### src/rtl/bseq_pkg.sv
package bseq_pkg;

  localparam int BEAT_W = 2;

  typedef enum logic [1:0] {
    CMD_HOLD  = 2'd0,
    CMD_LOAD  = 2'd1,
    CMD_DESEL = 2'd2,
    CMD_STEP  = 2'd3
  } bseq_cmd_e;

  // Linear order: wrapping add of the start value and the beat count
  function automatic logic [BEAT_W-1:0] beat_linear(input logic [BEAT_W-1:0] start,
                                                    input logic [BEAT_W-1:0] beat);
    return start + beat;
  endfunction

  // Interleaved order: bitwise XOR of the start value and the beat count
  function automatic logic [BEAT_W-1:0] beat_xor(input logic [BEAT_W-1:0] start,
                                                 input logic [BEAT_W-1:0] beat);
    return start ^ beat;
  endfunction

endpackage

### src/rtl/bseq_cmd_dec.sv
module bseq_cmd_dec
  import bseq_pkg::*;
(
  input  logic      proc_strb_n,
  input  logic      ctrl_strb_n,
  input  logic      chip_en_n,
  input  logic      adv_n,
  input  logic      active,
  output bseq_cmd_e cmd,
  output logic      proc_take,
  output logic      ctrl_take,
  output logic      ctrl_desel,
  output logic      step_req
);

  // The processor strobe only counts while the chip is enabled
  assign proc_take  = !proc_strb_n && !chip_en_n;
  assign ctrl_take  = !ctrl_strb_n && !chip_en_n;
  assign ctrl_desel = !ctrl_strb_n &&  chip_en_n;
  assign step_req   = !adv_n && active && ctrl_strb_n && !proc_take;

  always_comb begin
    if (proc_take || ctrl_take) begin
      cmd = CMD_LOAD;
    end else if (ctrl_desel) begin
      cmd = CMD_DESEL;
    end else if (step_req) begin
      cmd = CMD_STEP;
    end else begin
      cmd = CMD_HOLD;
    end
  end

endmodule

### src/rtl/bseq_state.sv
module bseq_state
  import bseq_pkg::*;
#(
  parameter int ADDR_W = 18
) (
  input  logic              clk,
  input  logic              rst,
  input  bseq_cmd_e         cmd,
  input  logic [ADDR_W-1:0] addr_in,
  output logic [ADDR_W-1:0] base_q,
  output logic [BEAT_W-1:0] beat_q,
  output logic              active_q
);

  always_ff @(posedge clk) begin
    if (rst) begin
      base_q   <= '0;
      beat_q   <= '0;
      active_q <= 1'b0;
    end else begin
      case (cmd)
        CMD_LOAD: begin
          base_q   <= addr_in;
          beat_q   <= '0;
          active_q <= 1'b1;
        end
        CMD_DESEL: active_q <= 1'b0;
        CMD_STEP:  beat_q   <= beat_q + 1'b1;
        default: ;
      endcase
    end
  end

  // a load restarts at beat 0 with the new base
  p_load_restart_r1: assert property (@(posedge clk) disable iff (rst)
    (cmd == CMD_LOAD) |=> (beat_q == '0 && active_q && base_q == $past(addr_in)));

  // a step moves exactly one beat and keeps the base
  p_step_one_r5: assert property (@(posedge clk) disable iff (rst)
    (cmd == CMD_STEP) |=> (beat_q == $past(beat_q) + 1'b1 && $stable(base_q)));

  // reset clears the flag, the beat and the base
  p_reset_clear_r10: assert property (@(posedge clk)
    rst |=> (beat_q == '0 && !active_q && base_q == '0));

endmodule

### src/rtl/bseq_order.sv
module bseq_order
  import bseq_pkg::*;
(
  input  logic [BEAT_W-1:0] start,
  input  logic [BEAT_W-1:0] beat,
  input  logic              order_sel,
  output logic [BEAT_W-1:0] low_bits
);

  logic [BEAT_W-1:0] lin_bits;
  logic [BEAT_W-1:0] ilv_bits;

  assign lin_bits = beat_linear(start, beat);
  assign ilv_bits = beat_xor(start, beat);
  assign low_bits = order_sel ? ilv_bits : lin_bits;

  // both orders start at the captured value on beat 0
  always_comb begin
    if (beat == '0) begin
      a_beat0_start_r6: assert (low_bits == start);
    end
  end

endmodule

### src/rtl/burst_addr_seq.sv
module burst_addr_seq
  import bseq_pkg::*;
#(
  parameter int ADDR_W = 18
) (
  input  logic              clk,
  input  logic              rst,
  input  logic [ADDR_W-1:0] addr_in,
  input  logic              proc_strb_n,
  input  logic              ctrl_strb_n,
  input  logic              chip_en_n,
  input  logic              adv_n,
  input  logic              order_sel,
  output logic [ADDR_W-1:0] addr_out,
  output logic              burst_active
);

  localparam int UP_W = ADDR_W - BEAT_W;

  bseq_cmd_e         cmd;
  logic              proc_take;
  logic              ctrl_take;
  logic              ctrl_desel;
  logic              step_req;
  logic [ADDR_W-1:0] base_q;
  logic [BEAT_W-1:0] beat_q;
  logic              active_q;
  logic [BEAT_W-1:0] low_bits;
  logic              load_evt;

  bseq_cmd_dec i_dec (
    .proc_strb_n (proc_strb_n),
    .ctrl_strb_n (ctrl_strb_n),
    .chip_en_n   (chip_en_n),
    .adv_n       (adv_n),
    .active      (active_q),
    .cmd         (cmd),
    .proc_take   (proc_take),
    .ctrl_take   (ctrl_take),
    .ctrl_desel  (ctrl_desel),
    .step_req    (step_req)
  );

  bseq_state #(.ADDR_W(ADDR_W)) i_state (
    .clk      (clk),
    .rst      (rst),
    .cmd      (cmd),
    .addr_in  (addr_in),
    .base_q   (base_q),
    .beat_q   (beat_q),
    .active_q (active_q)
  );

  bseq_order i_order (
    .start     (base_q[BEAT_W-1:0]),
    .beat      (beat_q),
    .order_sel (order_sel),
    .low_bits  (low_bits)
  );

  assign load_evt     = proc_take || ctrl_take;
  assign addr_out     = {base_q[ADDR_W-1:BEAT_W], low_bits};
  assign burst_active = active_q;

  // a blocked processor strobe with nothing else pending changes nothing
  p_proc_blocked_r2: assert property (@(posedge clk) disable iff (rst)
    (!proc_strb_n && chip_en_n && ctrl_strb_n && adv_n)
      |=> ($stable(burst_active) && $stable(addr_out[ADDR_W-1:BEAT_W])));

  // controller strobe with the chip disabled drops the flag
  p_desel_r3: assert property (@(posedge clk) disable iff (rst)
    (!ctrl_strb_n && chip_en_n) |=> !burst_active);

  // the upper bits move only on a load
  p_upper_fixed_r8: assert property (@(posedge clk) disable iff (rst)
    !load_evt |=> $stable(addr_out[ADDR_W-1:ADDR_W-UP_W]));

  // no strobe and no advance keeps the address (order pin held)
  p_hold_r9: assert property (@(posedge clk) disable iff (rst)
    (proc_strb_n && ctrl_strb_n && adv_n)
      |=> (!$stable(order_sel) || ($stable(addr_out) && $stable(burst_active))));

endmodule

### config.mk
export PLATFORM = sky130hd
export DESIGN_NAME = burst_addr_seq
export DESIGN_NICKNAME = d
export VERILOG_FILES = /design/src/rtl/bseq_pkg.sv /design/src/rtl/bseq_cmd_dec.sv /design/src/rtl/bseq_state.sv /design/src/rtl/bseq_order.sv /design/src/rtl/burst_addr_seq.sv
export SDC_FILE = /design/constraint.sdc
export NUM_CORES = 1
export LEC_CHECK = 0
export BUFFER_PORTS_ARGS = -buffer_cell sky130_fd_sc_hd__buf_2
export CAP_MARGIN = 10
export CORE_MARGIN = 4
export CORE_UTILIZATION = 47
export DETAILED_ROUTE_END_ITERATION = 6
export GPL_ROUTABILITY_DRIVEN = 0
export PLACE_DENSITY = 0.88
export SLEW_MARGIN = 20
export SYNTH_ARGS = -nofsm -noshare
export SYNTH_HDL_FRONTEND = slang
export SYNTH_SLANG_ARGS = --single-unit
### constraint.sdc
create_clock -name clk -period 2.2 [get_ports clk]
set_clock_uncertainty 0.05 [all_clocks]
set_input_delay 0.44 -clock clk [delete_from_list [all_inputs] [get_ports clk]]
set_output_delay 0.44 -clock clk [all_outputs]
set_load 0.02 [all_outputs]
**After elaboration in Yosys (flattened, before gate mapping)**

Index checks and enable logic that the tools add are counted.

- Flip-flop bits (word level): 21
- Input port bits: 25
- Output and inout port bits: 19
- Word-level logic and storage cells: 29

- $add $sub $neg: 2
- Eq/ne operators: 3
- Mux-type cells: 6
- Bitwise logic cells: 1
- Reductions and logical operators: 14

Operators by type and width:

| cell | count |
|---|---|
| 2-bit two-way mux | 4 |
| 1-bit logical AND | 6 |
| 1-bit zero test | 5 |
| 2-bit == test, second input constant | 2 |
| 2-bit case mux with 2 select lines | 1 |
| 2-bit nonzero test | 2 |
| 2-bit by 1-bit adder with 2-bit output, second input constant | 1 |
| 2-bit adder | 1 |
| 2-bit by 1-bit == test with 1-bit output, second input constant | 1 |
| 1-bit case mux with 2 select lines | 1 |
| 2-bit bitwise XOR | 1 |
| 1-bit logical OR | 1 |

**Depth between registers and ports, before layout**

- Depth in word-level cells: 9
- Mapped depth: 4
- Depth with buffers taken out: 3

**By module**

A second synthesis with hierarchy kept.

- Cells, all modules: 88
- Area, all modules: 887.1 um^2

Modules (own cells, without submodules):

| module | instances | cells an instance | area an instance (um^2) | seq. area each (um^2) |
|---|---|---|---|---|
| bseq_state | 1 | 75 | 798.3 | 420.4 |
| bseq_cmd_dec | 1 | 9 | 52.6 | 0.0 |
| bseq_order | 1 | 4 | 36.3 | 0.0 |

**Least setup slack after synthesis**

Ideal clock, no wire load.

- Path kind: register to output
- Start: register i_state.beat_q[0]
- End: output port addr_out[1]
- Data arrival time: 976 ps
- Data required time: 1710 ps
- Slack: 734 ps
- Stages on the path, launching flop included: 4
- Path buffers: 0
- Path through: dfxtp_1 -> ha_1 -> nor2b_1 -> xnor2_1

- Word-level cells in the longest chain between the ends: 2

Ends and longest elaborated chain:

| element | RTL line | RTL |
|---|---|---|
| from (decl) | bseq_state.sv:11 | `output logic [BEAT_W-1:0] beat_q,` |
| from (signal assigned) | bseq_state.sv:28 | `CMD_STEP: beat_q <= beat_q + 1'b1;` |
| 2-bit adder | bseq_pkg.sv:15 | `return start + beat;` |
| 2-bit two-way mux | bseq_order.sv:15 | `assign low_bits = order_sel ? ilv_bits : lin_bits;` |
| to (decl) | burst_addr_seq.sv:14 | `output logic [ADDR_W-1:0] addr_out,` |

No other way between the ends.

**Worst setup path in the final report**

Ends and elaborated chain as after synthesis.

==> flow_summary.ini <==
[worst_setup_path]
worstSetupPathType = flop to output port
critPathSlowestCell = sky130_fd_sc_hd__dfxtp_1
timing.critical_path.buf_inv = 1
reg2reg_depth = 2
critical_path_required_ns = 1.71
worst_r2r_startpoint = i_state.beat_q[0]
cp_cell_sequence = ha_1, nor2b_1, xnor2_1, buf_2
regToRegSetupSlack_ns = 0.97
category_of_cells_accounting_for_the_largest_share_of_critical_path_delay = flip-flops
end_kind = output port
crit_path_max_fanout = 4
rr_endpoint = i_state.beat_q[0]
cp_data_arrival_time_ns = 1.28
critical_path.startpoint = i_state.beat_q[0]
startpoint_type = flop
critical_path.max_stage_delay_ns = 0.40

[clock_network]
clock_latency_at_the_later_pin_of_the_worst_skew_pair_ns = 0.29
root_buffer = sky130_fd_sc_hd__clkbuf_4
cts.reportedPaths.clkPinSlew_ns = 0.11
tritoncts = built
cts.repair.resized = 0
post-cts-setup-buffers = 0
cts_buffer_depth = 2
cts.htree.levels = 1
number_of_clock_buffers_inserted_by_tritoncts = 3
numClockSinks = 21
cts_hold_buffers = 0

[die]
dieHeight_um = 52.1
initial_core_util = 0.512
io-pin-count = 44
core_sq_um = 1780
fp.dieArea_sq_um = 2710
num_rows = 15
die_w_um = 52.1

[drt]
num_vias = 781
met2RoutedLength_um = 956
drt-wirelength-per-cell_um = 11.4
detail_route.wirelength.met1_um = 758
antenna_left = 0
routed-wl-met3_um = 162
dr.pass1.iters = 3
routed_wirelength_um = 1880
highest-signal-layer = met3
route.detailed.vias_per_inst = 4.76
post-route-drc-count = 0
initialDrtViolationCount = 2

[power]
power.density_nw_per_um2 = 671
design_power_total_uw = 706
worst_ir_drop_vdd_uv = 399
leakagePower_nw = 0.493

[yosys]
synthesized_instance_count = 112
synth-compound-area-share = 0.159
top_cell_type_by_total_area_after_synthesis = sky130_fd_sc_hd__dfxtp_1
synth.mux.area_fraction = 0
yosys_warnings = 0
ys_ff_latch = 21
ys_types = 18
synth_sequential_area_ratio = 0.461
yosys.area_share.adder = 0.0137
synth-simple-area-share = 0.192
ys_top_cells_by_area = sky130_fd_sc_hd__dfxtp_1, sky130_fd_sc_hd__nand2_1, sky130_fd_sc_hd__buf_4
synth_top_family_by_area = simple AND/OR/NAND/NOR gates
synth_xor_area_frac = 0.0192
synthDominantCellAreaShare = 0.461
postSynthNetCount = 138
post_synth_instance_area_sq_um = 912
postSynthAreaPerCell_sq_um = 8.14

[global_route]
grt_start_max_net_pins = 22
grt_overflow = 0
wire_length_of_the_first_global_routing_pass_um = 3080
via_count_of_the_first_global_routing_pass = 786
antenna_found_initial = 0
gr-usage-all-layers = 0.150

[min_path]
min-delay-start = addr_in[7]
worstHoldPathType = input pin to flop
holdPathStages = 3
worstHoldEndpoint = i_state.base_q[7]

[placement]
place_hpwl_um = 1450
port-buffer-count = 43
place_ws_ns = 0.711
place.detailed.instances = 160

[layout]
multi_input_area_sq_um = 350
register_area_sq_um = 420
drive_gt1_frac = 0.381
final-instance-count-excl-fill = 164
design.final.nets = 166
areaGrowthSynthToFinish_pct = 15.4
antenna_cells = 0
nFillCells = 168

[run]
max-cap-violations = 0

[timing]
maxClockFrequency_mhz = 565
timing_max_transition_violations_final = 0
layout_worst_path_cycle_share = 0.805
setup_slack_ns = 0.430
maxSlewHeadroom = 0.742
final.min_clock_period_ns = 1.77
unrepaired_setup_endpoints_after_global_routing = no
timing.final.hold_violations = 0
report.final.setup_viol = 0
worstMarginPinSlew_ns = 0.388
setup-tns-final_ns = 0

[run_status]
status = complete, no violations
## report_power, final
part,internal (mW),switching (mW)
Sequential,0.400,0.00986
Combinational,0.0453,0.0725
Clock,0.0675,0.110
## cells by family (layout without fill, tap and decap cells)
logic type | count (synthesis) | after routing
AND/OR/NAND/NOR | 42 | 42
AO/OA/AOI/OAI | 25 | 25
flip-flops | 21 | 21
buffers and inverters | 21 | 48
XOR/XNOR | 2 | 2
adder cells (fa/ha/maj) | 1 | 1
## worst max path at each step
stage / endpoint / slack (ns) / cells after the start
floorplan: addr_out[1] / 0.73 / 3
global placement: addr_out[1] / 0.76 / 4
detailed placement: i_state.base_q[13] / 0.71 / 5
CTS: addr_out[1] / 0.41 / 4
global route: addr_out[1] / 0.30 / 4
finish: addr_out[1] / 0.43 / 4
## synth_stat cells
cell type,n
sky130_fd_sc_hd__nor2b_1,1
sky130_fd_sc_hd__or4_1,1
sky130_fd_sc_hd__nand4b_1,1
sky130_fd_sc_hd__a21oi_2,1
sky130_fd_sc_hd__o211ai_1,1
sky130_fd_sc_hd__a21o_2,1
sky130_fd_sc_hd__nor2_2,1
sky130_fd_sc_hd__buf_2,2
sky130_fd_sc_hd__or3_2,1
sky130_fd_sc_hd__dfxtp_1,21
sky130_fd_sc_hd__a21oi_1,20
sky130_fd_sc_hd__ha_1,1
sky130_fd_sc_hd__buf_4,16
sky130_fd_sc_hd__nand2_1,37
sky130_fd_sc_hd__xnor2_1,2
sky130_fd_sc_hd__o31ai_1,1
sky130_fd_sc_hd__clkbuf_1,3
sky130_fd_sc_hd__a211oi_2,1
## metrics by stage
step,utilization,area (sq um),hold WS (ns)
2_1_floorplan,-,912,0.387
3_3_place_gp,0.575,1020,0.388
3_5_place_dp,0.575,1020,0.396
4_1_cts,0.590,1050,0.310
5_1_grt,0.590,1050,0.304
6_report,0.590,1050,0.318
## metal layers
metal,up-vias,global-route usage
met5,-,0
met2,30,0.295
met4,0,0.0393
met3,0,0.0287
li1,403,-
met1,348,0.158
## layout make-up
type | instances | area share
Timing Repair Buffer | 44 | 0.212
Clock inverter | 1 | 0.00476
Clock buffer | 3 | 0.0214
Sequential cell | 21 | 0.400
Multi-Input combinational cell | 70 | 0.333
Tap cell | 25 | 0.0297
## placed cells by master, fill, tap and decap left out
cell,count
sky130_fd_sc_hd__a21oi_1,20
sky130_fd_sc_hd__buf_4,1
sky130_fd_sc_hd__or3_2,1
sky130_fd_sc_hd__a21o_2,1
sky130_fd_sc_hd__or4_1,1
sky130_fd_sc_hd__clkbuf_4,3
sky130_fd_sc_hd__nor2b_1,1
sky130_fd_sc_hd__ha_1,1
sky130_fd_sc_hd__clkinv_2,1
sky130_fd_sc_hd__a21oi_2,1
sky130_fd_sc_hd__nor2_2,1
sky130_fd_sc_hd__nand2_1,37
sky130_fd_sc_hd__nand4b_1,1
sky130_fd_sc_hd__a211oi_2,1
sky130_fd_sc_hd__buf_2,43
sky130_fd_sc_hd__xnor2_1,2
sky130_fd_sc_hd__o31ai_1,1
sky130_fd_sc_hd__o211ai_1,1
sky130_fd_sc_hd__dfxtp_1,21
## sequential cells by signal, summed over array words and instances, names as in the netlist
name              flops
i_state.active_q      1
i_state.beat_q        2
i_state.base_q       18
## worst min-delay path, delay by kind of cell
family	cells	cell delay, ns
compound gates	1	0.05
buf+inv	1	0.09
simple gates	1	0.04
Note: power is estimated with default switching activity, not from simulation.
